==> config.mk <==
export PLATFORM = sky130hd
export DESIGN_NAME = chan_seq_top
export DESIGN_NICKNAME = d
export VERILOG_FILES = /design/src/rtl/chseq_pkg.sv /design/src/rtl/chseq_ctl_reg.sv /design/src/rtl/chseq_chan_ctr.sv /design/src/rtl/chan_seq_top.sv
export SDC_FILE = /design/constraint.sdc
export NUM_CORES = 1
export LEC_CHECK = 0
export ABC_AREA = 1
export BUFFER_PORTS_ARGS = -buffer_cell sky130_fd_sc_hd__buf_4
export CAP_MARGIN = 20
export CORE_AREA = 2 2 40 42
export DETAILED_ROUTE_END_ITERATION = 12
export DIE_AREA = 0 0 42 44
export PLACE_DENSITY = 0.68
export SETUP_SLACK_MARGIN = 0.3
export SYNTH_ARGS = -nofsm -noshare
export SYNTH_HDL_FRONTEND = slang
export SYNTH_HIERARCHICAL = 1
export SYNTH_SLANG_ARGS = --single-unit
==> constraint.sdc <==
create_clock -name clk -period 1.29 [get_ports clk]
set_input_delay 0.129 -clock clk [delete_from_list [all_inputs] [get_ports clk]]
set_output_delay 0.129 -clock clk [all_outputs]
set_load 0.02 [all_outputs]
==> src/rtl/chseq_pkg.sv <==
package chseq_pkg;
  localparam int CTL_W  = 8;
  localparam int CHAN_W = 2;

  typedef enum logic [1:0] {
    MODE_SE4   = 2'd0,
    MODE_DIFF3 = 2'd1,
    MODE_MIX3  = 2'd2,
    MODE_DIFF2 = 2'd3
  } in_mode_e;

  // Highest channel number that exists in a given input mode.
  function automatic logic [CHAN_W-1:0] last_chan(input in_mode_e m);
    case (m)
      MODE_SE4:   last_chan = 2'd3;
      MODE_DIFF3: last_chan = 2'd2;
      MODE_MIX3:  last_chan = 2'd2;
      default:    last_chan = 2'd1;
    endcase
  endfunction
endpackage

==> src/rtl/chseq_ctl_reg.sv <==
module chseq_ctl_reg
  import chseq_pkg::*;
#(
  parameter int OE_BIT   = 6,
  parameter int MODE_LSB = 4,
  parameter int AINC_BIT = 2
) (
  input  logic             clk,
  input  logic             rst,
  input  logic             wr,
  input  logic [CTL_W-1:0] wdata,
  output in_mode_e         mode_q,
  output logic             oe_q,
  output logic             ainc_q
);
  always_ff @(posedge clk) begin
    if (rst) begin
      mode_q <= MODE_SE4;
      oe_q   <= 1'b0;
      ainc_q <= 1'b0;
    end else if (wr) begin
      mode_q <= in_mode_e'(wdata[MODE_LSB +: 2]);
      oe_q   <= wdata[OE_BIT];
      ainc_q <= wdata[AINC_BIT];
    end
  end

  AST_WR_OE: assert property (@(posedge clk) disable iff (rst)
    wr |=> oe_q == $past(wdata[OE_BIT])) else $error("oe not loaded");
  AST_HOLD_CFG: assert property (@(posedge clk) disable iff (rst)
    !wr |=> $stable(mode_q) && $stable(ainc_q)) else $error("cfg moved");
endmodule

==> src/rtl/chseq_chan_ctr.sv <==
module chseq_chan_ctr
  import chseq_pkg::*;
(
  input  logic              clk,
  input  logic              rst,
  input  logic              wr,
  input  logic [CHAN_W-1:0] req_chan,
  input  in_mode_e          wr_mode,
  input  logic              done,
  input  logic              ainc,
  input  in_mode_e          cur_mode,
  output logic [CHAN_W-1:0] chan_q
);
  logic [CHAN_W-1:0] wr_last, cur_last, clamped, stepped;

  always_comb begin
    wr_last  = last_chan(wr_mode);
    cur_last = last_chan(cur_mode);
    clamped  = (req_chan > wr_last) ? wr_last : req_chan;
    stepped  = (chan_q >= cur_last) ? '0 : chan_q + 1'b1;
  end

  always_ff @(posedge clk) begin
    if (rst)               chan_q <= '0;
    else if (wr)           chan_q <= clamped;
    else if (done && ainc) chan_q <= stepped;
  end

  AST_CHAN_RANGE: assert property (@(posedge clk) disable iff (rst)
    chan_q <= last_chan(cur_mode)) else $error("chan out of range");
  AST_STEP: assert property (@(posedge clk) disable iff (rst)
    !wr && done && ainc && chan_q < last_chan(cur_mode) |=> chan_q == $past(chan_q) + 1'b1)
    else $error("no step");
  AST_WRAP: assert property (@(posedge clk) disable iff (rst)
    !wr && done && ainc && chan_q == last_chan(cur_mode) |=> chan_q == '0)
    else $error("no wrap");
  AST_NO_STEP: assert property (@(posedge clk) disable iff (rst)
    !wr && !ainc |=> $stable(chan_q)) else $error("stepped without ainc");
endmodule

==> src/rtl/chan_seq_top.sv <==
module chan_seq_top
  import chseq_pkg::*;
#(
  parameter int OE_BIT   = 6,
  parameter int MODE_LSB = 4,
  parameter int AINC_BIT = 2
) (
  input  logic       clk,
  input  logic       rst,
  input  logic       ctl_wr,
  input  logic [7:0] ctl_wdata,
  input  logic       conv_done,
  output logic [1:0] chan_idx,
  output logic [1:0] in_mode,
  output logic       osc_run,
  output logic       aout_oe,
  output logic [7:0] ctl_rdata
);
  in_mode_e mode_q;
  logic     oe_q, ainc_q;

  chseq_ctl_reg #(.OE_BIT(OE_BIT), .MODE_LSB(MODE_LSB), .AINC_BIT(AINC_BIT)) u_ctl (
    .clk(clk), .rst(rst), .wr(ctl_wr), .wdata(ctl_wdata),
    .mode_q(mode_q), .oe_q(oe_q), .ainc_q(ainc_q)
  );

  chseq_chan_ctr u_ctr (
    .clk(clk), .rst(rst), .wr(ctl_wr),
    .req_chan(ctl_wdata[CHAN_W-1:0]),
    .wr_mode(in_mode_e'(ctl_wdata[MODE_LSB +: 2])),
    .done(conv_done), .ainc(ainc_q), .cur_mode(mode_q),
    .chan_q(chan_idx)
  );

  always_comb begin
    in_mode   = mode_q;
    osc_run   = oe_q;
    aout_oe   = oe_q;
    ctl_rdata = '0;
    ctl_rdata[OE_BIT]          = oe_q;
    ctl_rdata[MODE_LSB +: 2]   = mode_q;
    ctl_rdata[AINC_BIT]        = ainc_q;
    ctl_rdata[CHAN_W-1:0]      = chan_idx;
  end

  AST_RSVD_ZERO: assert property (@(posedge clk) disable iff (rst)
    ctl_wr |=> !ctl_rdata[7] && !ctl_rdata[3]) else $error("reserved set");
  AST_WR_WINS: assert property (@(posedge clk) disable iff (rst)
    ctl_wr && conv_done && ctl_wdata[1:0] == 2'd0 |=> chan_idx == 2'd0)
    else $error("done beat write");
  AST_OE_PINS: assert property (@(posedge clk) disable iff (rst)
    ctl_wr |=> aout_oe == $past(ctl_wdata[6]) && osc_run == $past(ctl_wdata[6]))
    else $error("oe pins");
endmodule

; Word-level counts from Yosys, hierarchy flattened
; Cells that the tools add are included.
[word_totals]
reg_bits = 6
latch_bits = 0
mem_bits_rw = 0
romBits = 0
input_bits = 12
output_inout_bits = 14
elab_cells = 23
n_memories = 0
[op_classes]
add_sub_neg = 1
multipliers = 0
div_mod_pow = 0
magnitude_cmp = 2
eq_ne = 4
n_shift = 0
muxes = 6
bitwise_logic = 0
n_reduce_logical = 6
[op_table]
columns = op, count
row1 = $mux 2, 4
row2 = $pmux 2 s2, 2
row3 = $eq 2x1->1 const B, 2
row4 = $eq 2x2->1 const B, 2
row5 = $logic_not 2->1, 2
row6 = $reduce_or 2->1, 2
row7 = $add 2x1->2 const B, 1
row8 = $ge 2x2->1, 1
row9 = $gt 2x2->1, 1
row10 = $reduce_bool 2->1, 1
row11 = $logic_and 1x1->1, 1

; Logic depth before layout (Yosys ltp)
; Gate-level depths: netlist of the first run.
[logic_depth]
word_depth = 7
ltp_mapped = 10
depth_no_buf = 10

; Cells and area by module
; The synthesis of the first run kept the hierarchy.
[by_module_without_submodules]
columns = mod, n_inst, cells_per_inst, area_each_um2, seq_area_each_um2
row1 = chseq_chan_ctr, 1, 42, 277.8, 40.0
row2 = chseq_ctl_reg, 1, 26, 172.7, 80.1
row3 = chan_seq_top, 1, 10, 71.3, 0.0

; Least setup slack after synthesis of the first run
; OpenSTA, ideal clock, no wires.
[synth_timing]
kind = flip-flop to flip-flop
startpoint = reg u_ctl.mode_q[1]
endpoint = reg u_ctr.chan_q[1]
setup_time_ns = 0.066
arrival_ns = 1.439
slack_ns = -0.215
path_stages_with_launch = 11
path_buffers = 0
period_less_slack_ns = 1.505
path_cell_list = dfxtp_1 > ha_1 > inv_1 > ha_1 > inv_1 > nand2_1 > nand2_1 > nand3_1 > nand2_1 > nand2_1 > a21oi_2
[synth_via]
elab_chain_len = 7
[synth_lines]
columns = element, line
row1 = start: declaration, chseq_ctl_reg.sv:12  ; output in_mode_e mode_q,
row2 = start signal: assignment, chseq_ctl_reg.sv:22  ; mode_q <= in_mode_e'(wdata[MODE_LSB +: 2]);
row3 = $eq 2x1->1 or $eq 2x2->1 (tied branches), chseq_pkg.sv:14  ; case (m)
row4 = $reduce_or 2->1 (no line), n/a
row5 = $pmux 2 s2 *, chseq_pkg.sv:14
row6 = $ge 2x2->1 *, chseq_chan_ctr.sv:20  ; stepped = (chan_q >= cur_last) ? '0 : chan_q + 1'b1;
row7 = $mux 2 *, chseq_chan_ctr.sv:20
row8 = $mux 2 *, chseq_chan_ctr.sv:26  ; else if (done && ainc) chan_q <= stepped;
row9 = $mux 2 *, chseq_chan_ctr.sv:25  ; else if (wr) chan_q <= clamped;
row10 = end signal: assignment, chseq_chan_ctr.sv:25
row11 = end signal: assignment, chseq_chan_ctr.sv:26
row12 = end: declaration, chseq_chan_ctr.sv:12  ; output logic [CHAN_W-1:0] chan_q
; Mark *: on every way between the ends. The rest lies on a longest branch, timed or not. The select of a mux whose other input is x is not followed.
; A chain may end at the register's enable or synchronous reset.

; Final worst setup path of the first run
[layout_timing]
startpoint = reg u_ctl.mode_q[0]
endpoint = reg u_ctr.chan_q[1]
; The elaborated chain is that of the path after synthesis.

==> impl_metrics.env, run 1 <==
export IMPL_r2r_slack_ns=-0.1
export IMPL_io_buffer_count=21
export IMPL_vdd_ir_drop_max_mv=0.355
export IMPL_cts_sinks=6
export IMPL_critical_path_max_fanout=2
export IMPL_cts_buffer_depth=2
export IMPL_critPathKind="reg2reg"
export IMPL_dr_pass1_iters=4
export IMPL_hold_slack_ns=0.0556
export IMPL_insertedDiodeCount=0
export IMPL_failed_checks="negative setup slack"
export IMPL_drc_errors=0
export IMPL_grt_antenna_before_repair=0
export IMPL_dp_cells=110
export IMPL_synth_distinct_cells=16
export IMPL_cts_buffers=3
export IMPL_p_total_mw=0.659
export IMPL_preCtsSetupSlack_ns=-0.105
export IMPL_postCtsSetupBuffers=0
export IMPL_r2r_start="u_ctl/mode_q[0]"
export IMPL_cts_tree="done"
export IMPL_synth_main_ff_cell="dfxtp_1"
export IMPL_hp_start="rst"
export IMPL_hold_viol=0
export IMPL_worst_slack_ns=-0.0969
export IMPL_synth_warnings=6
export IMPL_skew_ns=0.000692
export IMPL_grt_setup_unrepaired="yes"
export IMPL_start_util_pct=36.8
export IMPL_max_freq_mhz=721
export IMPL_setup_viol=2
export IMPL_hold_class="in2reg"
export IMPL_cts_hold_buf=0
export IMPL_place_gp_congestion=0.721
export IMPL_core_area_um2=1420
export IMPL_grt_pass1_vias=383
export IMPL_vias_per_cell=4.16
export IMPL_grt_pass1_wl_um=1410
export IMPL_drt_iter0_drc=5
export IMPL_final_util_pct=52.6
export IMPL_clk_pin_slew_ns=0.05
export IMPL_totalWireLength_um=967
export IMPL_boundaryPins=26
export IMPL_post_drt_wl_per_cell_um=8.56
export IMPL_area_delta_synth_final_pct=43.2
export IMPL_netlist_area_um2=522
export IMPL_total_leakage_power_nw=0.423
export IMPL_timing_setup_tns_ns=-0.186
export IMPL_drive_gt1_share_pct=42.3
export IMPL_die_area_um2=1850
export IMPL_nets=118
export IMPL_end_kind="flip-flop"
export IMPL_die_h_um=44
export IMPL_yosys_register_bits=6
export IMPL_synthCells=78
export IMPL_grt_max_degree=13
export IMPL_worstHoldPathCells=2
export IMPL_chipWidth_um=42
export IMPL_grt_use_total_pct=10.6
export IMPL_synth_most_common_cell="nand2_1"
export IMPL_synth_top_area_share_pct=23.0
export IMPL_avgSynthCellArea_um2=6.69
export IMPL_cp_arrival_ns=1.53
export IMPL_startpoint="u_ctl/mode_q[0]"
export IMPL_overflow=0
export IMPL_status="finished with violations"
export IMPL_synth_edff_count=0
export IMPL_reg2reg_to="u_ctr/chan_q[1]"
export IMPL_synth_yosys_seq_area_share_pct=23.0
export IMPL_start_kind="flip-flop"
export IMPL_clock_root_buffer="clkbuf_4"
export IMPL_clk_latency_ns=0.25
export IMPL_synth_common_cells="nand2_1, inv_1, nor2_1"
export IMPL_path_cells="ha_4, inv_2, ha_4, inv_2, nand2_1, nand2_1, nand2_1, nor2_1, nor2_1, a21oi_2"
export IMPL_fin_crit_ns=1.39
export IMPL_ys_async_sr_fraction_pct=0
export IMPL_yosys_top_cells_area="dfxtp_1, ha_1, buf_4"
export IMPL_reg2reg_depth=10
export IMPL_holdPathEnd="u_ctr/chan_q[1]"
export IMPL_fin_cells=113
export IMPL_cp_common_cell="nand2_1"
export IMPL_powerDensity_nw_per_um2=882
export IMPL_slowest_stage="dfxtp_4"
export IMPL_drtAntennaViolNets=0
export IMPL_maxCapViolCount=0
export IMPL_drv_slew=0
export IMPL_via_count=470
export IMPL_cts_max_level=1
export IMPL_hpwl_um=838
export IMPL_slowest_delay_ns=0.35
export IMPL_critPathRequiredTime_ns=1.43
export IMPL_yosys_area_top_type="dfxtp_1"
export IMPL_placed_cell_area_um2=687
export IMPL_fin_area_um2=747
export IMPL_std_cell_rows=14
export IMPL_fin_crit_sh_pct=108
-- power by group --
group	internal, mW	switching, mW
logic	0.129	0.139
clock network	0.106	0.0747
registers	0.200	0.0106
total	0.434	0.225
-- layout make-up --
cell class	instances	area, µm²
clock buffer	3	22.5
fill	140	672
inverter	16	60.1
multi-input combinational	47	295
sequential	6	128
tap	16	20.0
timing repair buffer	25	221
-- timing repair --
item / 4_1_cts / 5_1_grt
pin swaps: 1 / 1
endpoints found under the setup margin: 6 / 8
resized for setup: 6 / 5
-- cell families after synthesis --
kind of cell	synth area share [%]
adders and majority gates	16.8
and+or+nand+nor	27.3
other	0.719
buffers and inverters	26.6
DFF	23.0
AOI/OAI and AO/OA	5.51
-- registers in the layout, indices dropped and copies added (netlist names) --
signal        count
u_ctl/oe_q        1
u_ctr/chan_q      2
u_ctl/ainc_q      1
u_ctl/mode_q      2
-- cells in the final DEF (no fill, tap or decap), drive strengths merged --
| master | synthesis | layout |
|---|---|---|
| a21oi | 2 | 2 |
| buf | 10 | 25 |
| clkbuf | 0 | 3 |
| conb | 1 | 2 |
| dfxtp | 6 | 6 |
| ha | 7 | 7 |
| inv | 16 | 16 |
| nand2 | 19 | 19 |
| nand3 | 4 | 4 |
| nor2 | 11 | 11 |
| o21bai | 2 | 2 |
-- worst max-delay path by stage --
stage               slack (ns)               to  cells after the start
floorplan                -0.09  u_ctr/chan_q[1]                     10
global placement         -0.09  u_ctr/chan_q[1]                     10
detailed placement       -0.10  u_ctr/chan_q[1]                     10
CTS                      -0.11  u_ctr/chan_q[1]                     10
global route             -0.20  u_ctr/chan_q[1]                     10
finish                    -0.1  u_ctr/chan_q[1]                     10
-- layer usage --
layer  GRT usage, %  routed length [µm]  vias up  share of wire, %
met2           18.4                 515       15                53
met1           10.5                 380      193                39
met4           11.6                  31        0               3.2
met5              0                   0        -                 0
li1               -                   -      260                 -
met3           1.25                  41        2               4.2
-- critical path, delay by kind of cell (launching register included) --
family / cells / cell delay (ns)
adders and majority gates: 2 / 0.51
DFF: 1 / 0.35
and+or+nand+nor: 5 / 0.31
buffers and inverters: 2 / 0.06
AOI/OAI and AO/OA: 1 / 0.06
No activity file was read; power rests on OpenSTA's default activity.
==> inputs of run 2 (changes only) <==
--- a/config.mk
+++ b/config.mk
@@ -5,13 +5,13 @@
 export SDC_FILE = /design/constraint.sdc
 export NUM_CORES = 1
 export LEC_CHECK = 0
-export ABC_AREA = 1
+export ABC_AREA = 0
 export BUFFER_PORTS_ARGS = -buffer_cell sky130_fd_sc_hd__buf_4
 export CAP_MARGIN = 20
-export CORE_AREA = 2 2 40 42
+export CORE_AREA = 2 2 39 41
 export DETAILED_ROUTE_END_ITERATION = 12
-export DIE_AREA = 0 0 42 44
-export PLACE_DENSITY = 0.68
+export DIE_AREA = 0 0 41 43
+export PLACE_DENSITY = 0.67
 export SETUP_SLACK_MARGIN = 0.3
 export SYNTH_ARGS = -nofsm -noshare
 export SYNTH_HDL_FRONTEND = slang
==> run 2 against run 1 <==
Critical endpoint unchanged; core utilization decreased by 1.6 points; highest routed layer is now met3; critical path depth decreased by 3; largest cell class unchanged; the flow still finishes with violations (negative setup slack); worst hold slack improved by 0.046 ns; largest power group unchanged.
==> impl_metrics.env, run 2 <==
export IMPL_core_area_um2=1380
export IMPL_insertedDiodeCount=0
export IMPL_overflow=0
export IMPL_start_kind="flip-flop"
export IMPL_clk_latency_ns=0.24
export IMPL_sw_frac_of_total_pct=31.4
export IMPL_drv_slew=0
export IMPL_setup_viol=2
export IMPL_grt_max_degree=9
export IMPL_grt_use_total_pct=12.7
export IMPL_drc_errors=0
export IMPL_hpwl_um=794
export IMPL_layout_commonest_cell="buf_4"
export IMPL_cts_sinks=6
export IMPL_boundaryPins=26
export IMPL_power_frac_clock_pct=27.7
export IMPL_hold_class="in2reg"
export IMPL_synthCells=53
export IMPL_drtAntennaViolNets=0
export IMPL_synth_warnings=6
export IMPL_failed_checks="negative setup slack"
export IMPL_grt_antenna_before_repair=0
export IMPL_cts_buffer_depth=2
export IMPL_yosys_top_cells_area="dfxtp_1, ha_1, buf_4"
export IMPL_dr_pass1_iters=4
export IMPL_place_gp_congestion=0.683
export IMPL_nets=94
export IMPL_fin_crit_sh_pct=126
export IMPL_drive_gt1_share_pct=53.4
export IMPL_final_cell_mix="buf_4, buf_6, inv_1"
export IMPL_fillerInstances=139
export IMPL_via_count=416
export IMPL_grt_setup_unrepaired="yes"
export IMPL_hold_viol=0
export IMPL_vdd_ir_drop_max_mv=0.408
export IMPL_chipWidth_um=41
export IMPL_yosys_area_top_type="dfxtp_1"
export IMPL_clock_root_buffer="clkbuf_4"
export IMPL_powerDensity_nw_per_um2=887
export IMPL_synth_distinct_cells=18
export IMPL_start_util_pct=34.2
export IMPL_register_area_um2=129
export IMPL_synth_common_cells="buf_4, inv_1, ha_1"
export IMPL_skew_ns=0.00114
export IMPL_p_total_mw=0.627
export IMPL_netlist_area_um2=473
export IMPL_p_comb_share_pct=39.2
export IMPL_synth_yosys_seq_area_share_pct=25.4
export IMPL_grt_pass1_wl_um=1520
export IMPL_worst_slack_ns=-0.339
export IMPL_die_h_um=43
export IMPL_post_drt_wl_per_cell_um=10.5
export IMPL_reg_top3="u_ctl/mode_q: 2 flops, u_ctr/chan_q: 2 flops"
export IMPL_p_sw_mw=0.197
export IMPL_area_delta_synth_final_pct=49.5
export IMPL_totalWireLength_um=935
export IMPL_r2r_slack_ns=-0.34
export IMPL_fin_crit_ns=1.63
export IMPL_fin_cells=89
export IMPL_internal_power_mw=0.430
export IMPL_critical_path_max_fanout=2
export IMPL_cts_tree="done"
export IMPL_seqPwrFrac_pct=33.1
export IMPL_cts_max_level=1
export IMPL_grt_pass1_vias=374
export IMPL_total_leakage_power_nw=0.366
export IMPL_postCtsSetupBuffers=0
export IMPL_clk_pin_slew_ns=0.05
export IMPL_yosys_register_bits=6
export IMPL_vias_per_cell=4.67
export IMPL_hold_slack_ns=0.102
export IMPL_avgSynthCellArea_um2=8.92
export IMPL_die_area_um2=1760
export IMPL_std_cell_rows=14
export IMPL_synth_main_ff_cell="dfxtp_1"
export IMPL_multi_input_area_um2=284
export IMPL_placed_cell_area_um2=658
export IMPL_synth_edff_count=0
export IMPL_max_freq_mhz=614
export IMPL_critPathRequiredTime_ns=1.44
export IMPL_maxCapViolCount=0
export IMPL_synth_top_area_share_pct=25.4
export IMPL_cp_arrival_ns=1.78
export IMPL_fin_area_um2=707
export IMPL_ys_async_sr_fraction_pct=0
export IMPL_dp_cells=86
export IMPL_status="finished with violations"
export IMPL_synth_most_common_cell="buf_4"
export IMPL_io_buffer_count=21
export IMPL_end_kind="flip-flop"
export IMPL_critPathKind="reg2reg"
export IMPL_cts_buffers=3
export IMPL_timing_setup_tns_ns=-0.599
export IMPL_drt_iter0_drc=4
-- run 2: changes by cell type after synthesis, moves of 3 or more --
| cell | previous run | this run |
|---|---|---|
| nand2_1 | 18 | 1 |
| inv_1 | 14 | 8 |
| mux2i_1 | 0 | 5 |
| nor2_1 | 10 | 5 |
| nand3_1 | 3 | 0 |
-- run 2: area by class of cell --
cell class              instances  share of cell area [%]
clock buffers                   3                    3.19
inverters                       8                    4.25
multi-input cells              30                    40.2
flip-flops and latches          6                    18.2
well taps                      16                    2.83
repair buffers                 26                    31.3
-- run 2: per-layer routing --
metal	vias up	share of wire, %	global-route usage, %	routed length (µm)
met4	0	0	8.00	0
met5	-	0	0	0
met1	188	39	16.1	364
met2	20	53	19.1	498
met3	0	7.8	1.57	73
li1	208	-	-	-
-- run 2: per-stage QoR --
stage / utilization, % / setup slack (ns)
2_1_floorplan: - / -0.281
3_3_place_gp: 47.6 / -0.267
3_5_place_dp: 47.6 / -0.309
4_1_cts: 50.3 / -0.320
5_1_grt: 51.1 / -0.427
6_report: 51.1 / -0.339
-- run 2: power groups by stage --
stage	clock network, mW	logic (mW)	registers (mW)
floorplan	0	0.145	0.229
global placement	0	0.229	0.210
detailed placement	0	0.235	0.211
CTS	0.177	0.241	0.207
global route	0.201	0.269	0.209
finish	0.174	0.246	0.207
-- run 2: what timing repair did --
item	CTS	global route
cloned	0	0
pin swaps	1	0
hold buffers	0	0
endpoints found under the setup margin	6	10
gates resized for setup	4	3
-- run 2: kinds of logic (layout without fill, tap and decap cells) --
| group | count (synthesis) | after routing | synth area share (%) |
|---|---|---|---|
| other | 1 | 2 | 0.793 |
| buffers and inverters | 18 | 37 | 21.7 |
| and+or+nand+nor | 7 | 7 | 7.67 |
| adders and majority gates | 7 | 7 | 18.5 |
| DFF | 6 | 6 | 25.4 |
| AOI/OAI and AO/OA | 9 | 9 | 15.3 |
| muxes | 5 | 5 | 10.6 |
-- run 2: worst max-delay path: stages (launching register included) --
cell and delay, ns:
dfxtp_4 0.35, ha_4 0.26, inv_2 0.03, ha_4 0.19
nand2b_4 0.14, a211oi_2 0.23, a31oi_1 0.13, a221oi_2 0.21
-- run 2: final timing paths --
path | startpoint | end | depth (start not counted)
setup / recovery | u_ctl/mode_q[1] | u_ctr/chan_q[1] | 7
hold / removal | rst | u_ctl/mode_q[1] | 2
setup reg to reg | u_ctl/mode_q[1] | u_ctr/chan_q[1] | 7
hold reg to reg | u_ctl/ainc_q | u_ctl/ainc_q | 2
